## src/rtl/booth_pkg.sv

```systemverilog
package booth_pkg;

    typedef enum logic [1:0] {
        OP_KEEP = 2'd0,
        OP_ADD  = 2'd1,
        OP_SUB  = 2'd2
    } step_op_e;

    typedef enum logic {
        PH_IDLE = 1'b0,
        PH_RUN  = 1'b1
    } phase_e;

endpackage

```

## src/rtl/booth_recode.sv

```systemverilog
module booth_recode
    import booth_pkg::*;
(
    input  logic     cur_bit,
    input  logic     right_bit,
    output step_op_e op
);
    always_comb begin
        unique case ({cur_bit, right_bit})
            2'b10:   op = OP_SUB;
            2'b01:   op = OP_ADD;
            default: op = OP_KEEP;
        endcase
    end
endmodule

```

## src/rtl/booth_addsub.sv

```systemverilog
module booth_addsub
    import booth_pkg::*;
#(
    parameter int W = 8
) (
    input  logic [W-1:0] acc,
    input  logic [W-1:0] mcand,
    input  step_op_e     op,
    output logic [W:0]   sum
);
    logic [W:0] acc_x;
    logic [W:0] mc_x;

    always_comb begin
        acc_x = {acc[W-1], acc};
        mc_x  = {mcand[W-1], mcand};
        unique case (op)
            OP_ADD:  sum = acc_x + mc_x;
            OP_SUB:  sum = acc_x - mc_x;
            default: sum = acc_x;
        endcase
    end
endmodule

```

## src/rtl/booth_ctrl.sv

```systemverilog
module booth_ctrl
    import booth_pkg::*;
#(
    parameter int N  = 8,
    parameter int CW = 4
) (
    input  phase_e          phase_q,
    input  logic [CW-1:0]   cnt_q,
    input  logic            start,
    output phase_e          phase_d,
    output logic [CW-1:0]   cnt_d,
    output logic            load,
    output logic            step,
    output logic            last
);
    localparam logic [CW-1:0] LAST_CNT = CW'(N - 1);

    always_comb begin
        phase_d = phase_q;
        cnt_d   = cnt_q;
        load    = 1'b0;
        step    = 1'b0;
        last    = 1'b0;
        unique case (phase_q)
            PH_IDLE: begin
                if (start) begin
                    load    = 1'b1;
                    phase_d = PH_RUN;
                    cnt_d   = '0;
                end
            end
            PH_RUN: begin
                step = 1'b1;
                last = (cnt_q == LAST_CNT);
                if (last) begin
                    phase_d = PH_IDLE;
                    cnt_d   = '0;
                end else begin
                    cnt_d = cnt_q + 1'b1;
                end
            end
            default: phase_d = PH_IDLE;
        endcase
    end
endmodule

```

## src/rtl/booth_seq_mult.sv

```systemverilog
module booth_seq_mult
    import booth_pkg::*;
#(
    parameter int N = 8
) (
    input  logic                  clk,
    input  logic                  rst_n,
    input  logic                  start,
    input  logic signed [N-1:0]   mcand_in,
    input  logic signed [N-1:0]   mplier_in,
    output logic                  busy,
    output logic                  done,
    output logic signed [2*N-1:0] product
);
    localparam int CW = $clog2(N + 1);
    localparam int PW = 2 * N;

    typedef struct packed {
        phase_e          phase;
        logic [CW-1:0]   cnt;
        logic [N-1:0]    acc;
        logic [N-1:0]    mq;
        logic            xb;
        logic [N-1:0]    mc;
        logic            done;
        logic [PW-1:0]   res;
    } state_t;

    state_t s_q, s_d;

    phase_e        phase_n;
    logic [CW-1:0] cnt_n;
    logic          load, step, last;
    step_op_e      op;
    logic [N:0]    sum;

    booth_ctrl #(.N(N), .CW(CW)) u_ctrl (
        .phase_q (s_q.phase),
        .cnt_q   (s_q.cnt),
        .start   (start),
        .phase_d (phase_n),
        .cnt_d   (cnt_n),
        .load    (load),
        .step    (step),
        .last    (last)
    );

    booth_recode u_recode (
        .cur_bit   (s_q.mq[0]),
        .right_bit (s_q.xb),
        .op        (op)
    );

    booth_addsub #(.W(N)) u_addsub (
        .acc   (s_q.acc),
        .mcand (s_q.mc),
        .op    (op),
        .sum   (sum)
    );

    always_comb begin
        s_d       = s_q;
        s_d.phase = phase_n;
        s_d.cnt   = cnt_n;
        s_d.done  = 1'b0;
        if (load) begin
            s_d.acc = '0;
            s_d.mq  = mplier_in;
            s_d.xb  = 1'b0;
            s_d.mc  = mcand_in;
        end
        if (step) begin
            s_d.acc = sum[N:1];
            s_d.mq  = {sum[0], s_q.mq[N-1:1]};
            s_d.xb  = s_q.mq[0];
            if (last) begin
                s_d.done = 1'b1;
                s_d.res  = {sum[N:1], sum[0], s_q.mq[N-1:1]};
            end
        end
    end

    always_ff @(posedge clk) begin
        if (!rst_n) begin
            s_q.phase <= PH_IDLE;
            s_q.cnt   <= '0;
            s_q.acc   <= '0;
            s_q.mq    <= '0;
            s_q.xb    <= 1'b0;
            s_q.mc    <= '0;
            s_q.done  <= 1'b0;
            s_q.res   <= '0;
        end else begin
            s_q <= s_d;
        end
    end

    assign busy    = (s_q.phase == PH_RUN);
    assign done    = s_q.done;
    assign product = s_q.res;

endmodule

```

## config.mk

```make
export PLATFORM = sky130hd
export DESIGN_NAME = booth_seq_mult
export DESIGN_NICKNAME = d
export VERILOG_FILES = /design/src/rtl/booth_pkg.sv /design/src/rtl/booth_recode.sv /design/src/rtl/booth_addsub.sv /design/src/rtl/booth_ctrl.sv /design/src/rtl/booth_seq_mult.sv
export SDC_FILE = /design/constraint.sdc
export NUM_CORES = 1
export LEC_CHECK = 0
export ABC_CLOCK_PERIOD_IN_PS = 4400
export BUFFER_PORTS_ARGS = -buffer_cell sky130_fd_sc_hd__buf_2
export CORE_MARGIN = 2
export CORE_UTILIZATION = 45
export CTS_BUF_LIST = sky130_fd_sc_hd__clkbuf_2 sky130_fd_sc_hd__clkbuf_4 sky130_fd_sc_hd__clkbuf_8
export CTS_CLUSTER_DIAMETER = 120
export CTS_CLUSTER_SIZE = 12
export DETAILED_ROUTE_END_ITERATION = 7
export PLACE_DENSITY = 0.67
export SYNTH_ARGS = -nofsm -noshare
export SYNTH_HDL_FRONTEND = slang
export SYNTH_HIERARCHICAL = 1
export SYNTH_SLANG_ARGS = --single-unit
```

## constraint.sdc

```tcl
create_clock -name clk -period 4.4 [get_ports clk]
set_input_delay 0.44 -clock clk [delete_from_list [all_inputs] [get_ports clk]]
set_output_delay 0.44 -clock clk [all_outputs]
set_load 0.005 [all_outputs]
```

==> results of run 1 <==
## power groups by stage
stage | combinational (uW) | clock [uW] | sequential (uW)
final | 259 | 321 | 461
after global routing | 292 | 347 | 464
after CTS | 259 | 335 | 461
after detailed placement | 257 | 0 | 471
after global placement | 254 | 0 | 470
after floorplan | 214 | 0 | 466
## Yosys cell counts (all sizes together), types with 8 or more instances
cell type  number
a21oi          36
dfxtp          47
a21bo          16
ha             11
nor2           19
nand3          18
xnor2           8
mux2i          18
nand2          19
or3b           10
nor2b          11
inv            10
buf            27
a211oi         12
clkbuf         11
## layout make-up
type | count | area share, %
Multi-Input combinational cell | 235 | 54.4
Sequential cell | 47 | 30.9
Timing Repair Buffer | 39 | 6.64
Tap cell | 77 | 3.16
Clock buffer | 5 | 2.26
Clock inverter | 3 | 1.44
Inverter | 10 | 1.23
## layer usage
layer | global-route usage [%] | vias to the layer above | wire, um
met5 | 0 | - | 0
li1 | - | 1164 | -
met3 | 3.07 | 8 | 147
met2 | 27.5 | 25 | 2580
met1 | 19.5 | 1043 | 2540
met4 | 6.16 | 0 | 71
## logic make-up (layout without fill, tap and decap cells)
group / after synthesis / in the layout / synth area share (%)
simple gates: 108 / 108 / 22.0
buf+inv: 48 / 57 / 9.61
mux: 19 / 19 / 6.65
xor+xnor: 9 / 9 / 2.74
fa+ha+maj: 12 / 12 / 5.48
flops: 47 / 47 / 32.7
compound gates: 87 / 87 / 20.8
## flip-flops by register name, summed over array words and instances (netlist names)
signal / count
product: 16
done: 1
s_q: 29
busy: 1
## path summary, 6_finish.rpt
path	startpoint	endpoint	slack, ns
setup reg to reg	s_q[26]	product[15]	1.42
hold / removal	mcand_in[7]	s_q[24]	0.37
hold reg to reg	s_q[26]	s_q[25]	0.48
setup / recovery	s_q[26]	product[15]	1.42
## worst max-delay path: cells and delay by family, from the launching register on
kind	cells	cell delay (ns)
and+or+nand+nor	4	0.60
DFF	1	0.37
buffers and inverters	1	0.05
AOI/OAI and AO/OA	4	0.83
muxes	1	0.18
adders and majority gates	2	0.81
## per-stage QoR
step	power, uW	hold WS [ns]	instance area (um2)	util [%]
after floorplan	680	0.448	2880	-
final	1040	0.368	3050	48.6
after CTS	1060	0.357	3050	48.6
after detailed placement	728	0.470	2940	46.8
after global routing	1100	0.366	3050	48.6
after global placement	724	0.462	2940	46.8
## cells in the final DEF (no fill, tap or decap), types with 5 or more instances in the layout
master / n
nor3_1: 5
nor2b_1: 9
nor2_1: 17
clkbuf_8: 5
or3b_1: 7
xnor2_1: 8
a21oi_1: 36
and2_1: 6
dfxtp_1: 46
a21bo_2: 16
inv_1: 9
mux2i_1: 18
nand2_1: 19
ha_1: 11
a211oi_1: 12
nand3_1: 18
buf_2: 36
==> results.yml, run 1 <==
synth:
  ys_types: 55
  netlist_area_um2: 2880
  yosys-top-cells-area: "dfxtp_1 33%, a21oi_1 6.3%, mux2i_1 6.3%, a21bo_2 5.6%, ha_1 4.8%"
  synth_top_area_cell: "dfxtp_1"
  synth_top_area_share_pct: 32.7
  async_reset_ff_share_pct: 0
  synth-seq-area-share_pct: 32.7
  ys_ff_latch: 47
  syn_inst: 330
  avgSynthCellArea_um2: 8.72
  synth.net_count: 361
  synth_top_flop_cell: "dfxtp_1"
  ys_warn_count: 6
  synth_edf_count: 0
timing:
  fmax_ghz: 0.336
  rsz0062_at_grt: "false"
  tightest_slew_ns: 0.630
  min_period_ns: 2.98
  finalMaxSlewViolations: 0
  slew_headroom_pct: 58.0
  tns_ns: 0
  finalSetupViolCount: 0
  final-hold-violation-count: 0
  timing.final.crit_share_pct: 67.7
  setup_slack_ns: 1.42
  skew_ns: 0.00821
placed_design:
  place_hpwl_mm: 3.61
  gp_congestion: 0.839
  io_buffers: 36
  placed_cells: 408
  pre_cts_ws_ns: 1.47
floorplanning:
  start_util_pct: 45.8
  die-width_um: 84.0
  rows: 29
  dieArea_um2: 7050
  coreArea_um2: 6280
  fp.dieH_um: 84.0
  boundaryPins: 37
finish:
  seq_area_um2: 942
  multi_input_area_um2: 1660
  drive_above_1_share_pct: 23.9
  area_delta_synth_final_pct: 6.05
  n_antenna_cell: 0
  nets: 369
  fill_cells: 627
  instances_no_fill: 416
setup_path:
  crit_path_top_delay_cell: "fa_1"
  setup.worst_path.class: "reg2reg"
  cp.arrival_ns: 3.16
  worstRegToRegCells: 12
  crit_top_cell: "a21oi_1"
  cp_max_fo: 8
  endpoint_kind: "flip-flop"
  path_cells: "and2b_2, inv_1, ha_1, mux2i_1, fa_1, a211oi_1, nor2_1, o41ai_1, a21oi_1, nand3b_1, nand3_1, a21oi_1"
  crit_required_ns: 4.58
  cp-start-kind: "flip-flop"
  cp_slowest_stage_delay_ns: 0.48
route:
  vias: 2240
  drt_wl_total_mm: 5.34
  avgRoutedWirePerCell_um: 12.8
  antenna_left: 0
  first_pass_iters: 4
  drc_errors: 0
  first_iter_violations: 60
  vias_per_cell: 5.38
global_routing:
  grt_max_degree: 69
  grt_pass1_vias: 2115
  grt.total_usage_pct: 15.9
  grt_overflow: 0
  grt_pass1_wl_mm: 9.36
  antenna_found_initial: 0
power_and_ir_drop:
  power.leakage_uw: 0.00123
  clkPwrFrac_pct: 30.9
  ir_drop_uv: 181
  seqPwrFrac_pct: 44.3
  p_int_uw: 727
  power_frac_comb_pct: 24.9
  p_per_area_nw_per_um2: 341
  switchingPower_uw: 314
  swShare_pct: 30.1
cts:
  cts_setup_buffers: 0
  cts-root-buf: "clkbuf_8"
  postCtsHoldBufs: 0
  htreeDepth: 2
  clk_pin_slew_worst_paths_ns: 0.09
  clk_latency_ns: 0.31
  cts_buffers: 5
  clkSinkCount: 47
  cts_tree: "built"
  clockBufferDepth: 2
  post_cts_resize_count: 0
status:
  status: "complete, no violations"
worst_hold_path:
  hold_path.class: "in2reg"
  min_path_cells: 3
job:
  drv_cap: 0
No activity file was read; power rests on OpenSTA's default activity.
==> inputs of run 2 (changes only) <==
--- a/config.mk
+++ b/config.mk
@@ -5,7 +5,7 @@
 export SDC_FILE = /design/constraint.sdc
 export NUM_CORES = 1
 export LEC_CHECK = 0
-export ABC_CLOCK_PERIOD_IN_PS = 4400
+export ABC_CLOCK_PERIOD_IN_PS = 2600
 export BUFFER_PORTS_ARGS = -buffer_cell sky130_fd_sc_hd__buf_2
 export CORE_MARGIN = 2
 export CORE_UTILIZATION = 45
@@ -13,7 +13,7 @@
 export CTS_CLUSTER_DIAMETER = 120
 export CTS_CLUSTER_SIZE = 12
 export DETAILED_ROUTE_END_ITERATION = 7
-export PLACE_DENSITY = 0.67
+export PLACE_DENSITY = 0.69
 export SYNTH_ARGS = -nofsm -noshare
 export SYNTH_HDL_FRONTEND = slang
 export SYNTH_HIERARCHICAL = 1
==> constraint.sdc (replaced) <==
create_clock -name clk -period 2.6 [get_ports clk]
set_input_delay 0.26 -clock clk [delete_from_list [all_inputs] [get_ports clk]]
set_output_delay 0.26 -clock clk [all_outputs]
set_load 0.005 [all_outputs]
==> results.yml, run 2 (synthesis results as in run 1) <==
power_and_ir_drop:
  power_uw: 2060
  p_per_area_nw_per_um2: 604
  ir_drop_uv: 318
  power.leakage_uw: 0.00140
route:
  antenna_left: 0
  avgRoutedWirePerCell_um: 13.3
  vias: 2352
  first_pass_iters: 4
  drt_wl_total_mm: 5.86
  drc_errors: 0
  vias_per_cell: 5.32
  first_iter_violations: 103
timing:
  final-hold-violation-count: 0
  finalMaxSlewViolations: 0
  slew_headroom_pct: 64.6
  timing.final.crit_share_pct: 99.8
  tns_ns: 0
  skew_ns: 0.00645
  fmax_ghz: 0.385
  finalSetupViolCount: 0
  tightest_slew_ns: 0.531
  rsz0062_at_grt: "true"
  min_period_ns: 2.60
floorplanning:
  start_util_pct: 45.8
  dieArea_um2: 7050
  coreArea_um2: 6280
  die-width_um: 84.0
  boundaryPins: 37
  rows: 29
  fp.dieH_um: 84.0
finish:
  final_common_cell: "dfxtp_1"
  fill_cells: 591
  final_cell_mix: "45 x dfxtp_1, 36 x buf_2, 34 x a21oi_1"
  n_antenna_cell: 0
  multi_input_area_um2: 1780
  nets: 395
  drive_above_1_share_pct: 35.6
  area_delta_synth_final_pct: 18.4
  largest_register_ffs: 29
  seq_area_um2: 943
  largest-register: "s_q"
worst_hold_path:
  min_path_cells: 3
  min_to: "s_q[17]"
  min_from: "mcand_in[0]"
  hold_path.class: "in2reg"
global_routing:
  grt_overflow: 0
  antenna_found_initial: 0
  grt_pass1_wl_mm: 9.85
  grt_max_degree: 62
  grt_pass1_vias: 2234
  grt.total_usage_pct: 16.9
setup_path:
  timing.reg2reg.setup_slack_ns: 0.005
  worstRegToRegCells: 12
  r2r-end: "product[12]"
  cp.arrival_ns: 2.84
  endpoint_kind: "flip-flop"
  cp_max_fo: 5
  cp-start-kind: "flip-flop"
  crit_required_ns: 2.84
  r2r_start: "s_q[26]"
  setup.worst_path.class: "reg2reg"
cts:
  cts_buffers: 5
  cts-root-buf: "clkbuf_8"
  clk_latency_ns: 0.31
  clk_pin_slew_worst_paths_ns: 0.09
  clkSinkCount: 47
  cts_tree: "built"
  clockBufferDepth: 2
  htreeDepth: 2
placed_design:
  io_buffers: 36
  place_hpwl_mm: 3.96
  gp_congestion: 0.823
job:
  drv_cap: 0
status:
  status: "complete, no violations"
run 2: changes by cell type in the layout (fill, tap and decap cells not counted), sizes merged:
| cell | previous run | this run |
|---|---|---|
| bufinv | 1 | 2 |
| clkinv | 2 | 0 |
| buf | 39 | 65 |
| inv | 10 | 11 |
run 2: through the flow:
step	area [um2]	utilization [%]	std cells	hold slack (ns)	setup WS (ns)
floorplan	2880	-	330	0.382	0.0101
CTS	3250	51.7	435	0.171	0.00476
global route	3410	54.3	442	0.187	-0.141
detailed placement	3080	49.1	427	0.478	-0.0696
finish	3410	54.3	442	0.181	0.00459
global placement	3080	49.1	427	0.472	-0.0239
run 2: where the power goes:
group	switching, uW	internal [uW]	leakage, uW	total, uW
logic	302	311	0.000948	613
registers	32.3	750	0.000383	782
clock network	271	390	0.0000703	662
total	605	1450	0.00140	2060
run 2: layout make-up:
cell class	instances	share of cell area, %
clock buffer	5	2.02
clock inverter	3	2.09
inverter	10	1.10
multi-input combinational	235	52.4
sequential	47	27.7
tap	77	2.83
timing repair buffer	65	11.9
run 2: worst max-delay path by stage:
stage | startpoint | end | slack (ns)
6_report | s_q[26] | product[12] | 0.005
5_1_grt | s_q[26] | product[12] | -0.14
4_1_cts | s_q[26] | product[15] | 0.005
3_5_place_dp | s_q[26] | product[15] | -0.07
3_3_place_gp | s_q[26] | product[12] | -0.02
2_1_floorplan | s_q[26] | product[15] | 0.01
run 2: layer usage:
layer,global-route usage [%],vias to the layer above,part of all wire [%]
met5,0,-,0
met4,5.87,0,2.0
met3,4.06,9,3.1
met2,28.8,37,49
met1,20.7,1085,46
li1,-,1221,-
run 2: worst max-delay path, cell delays in order (launching register included):
cell,delay [ns]
dfxtp_2,0.34
and2b_2,0.22
inv_2,0.06
ha_4,0.19
nor2_2,0.07
xnor2_2,0.26
ha_4,0.27
and2_4,0.14
o31a_1,0.28
o21a_1,0.20
o31ai_2,0.25
nand3_1,0.10
a21oi_1,0.15
run 2: what timing repair did:
item,CTS,global route
pin swaps,1,20
resized for setup,6,25
hold buffers,0,0
endpoints found under the setup margin,9,12
buffers inserted,0,7
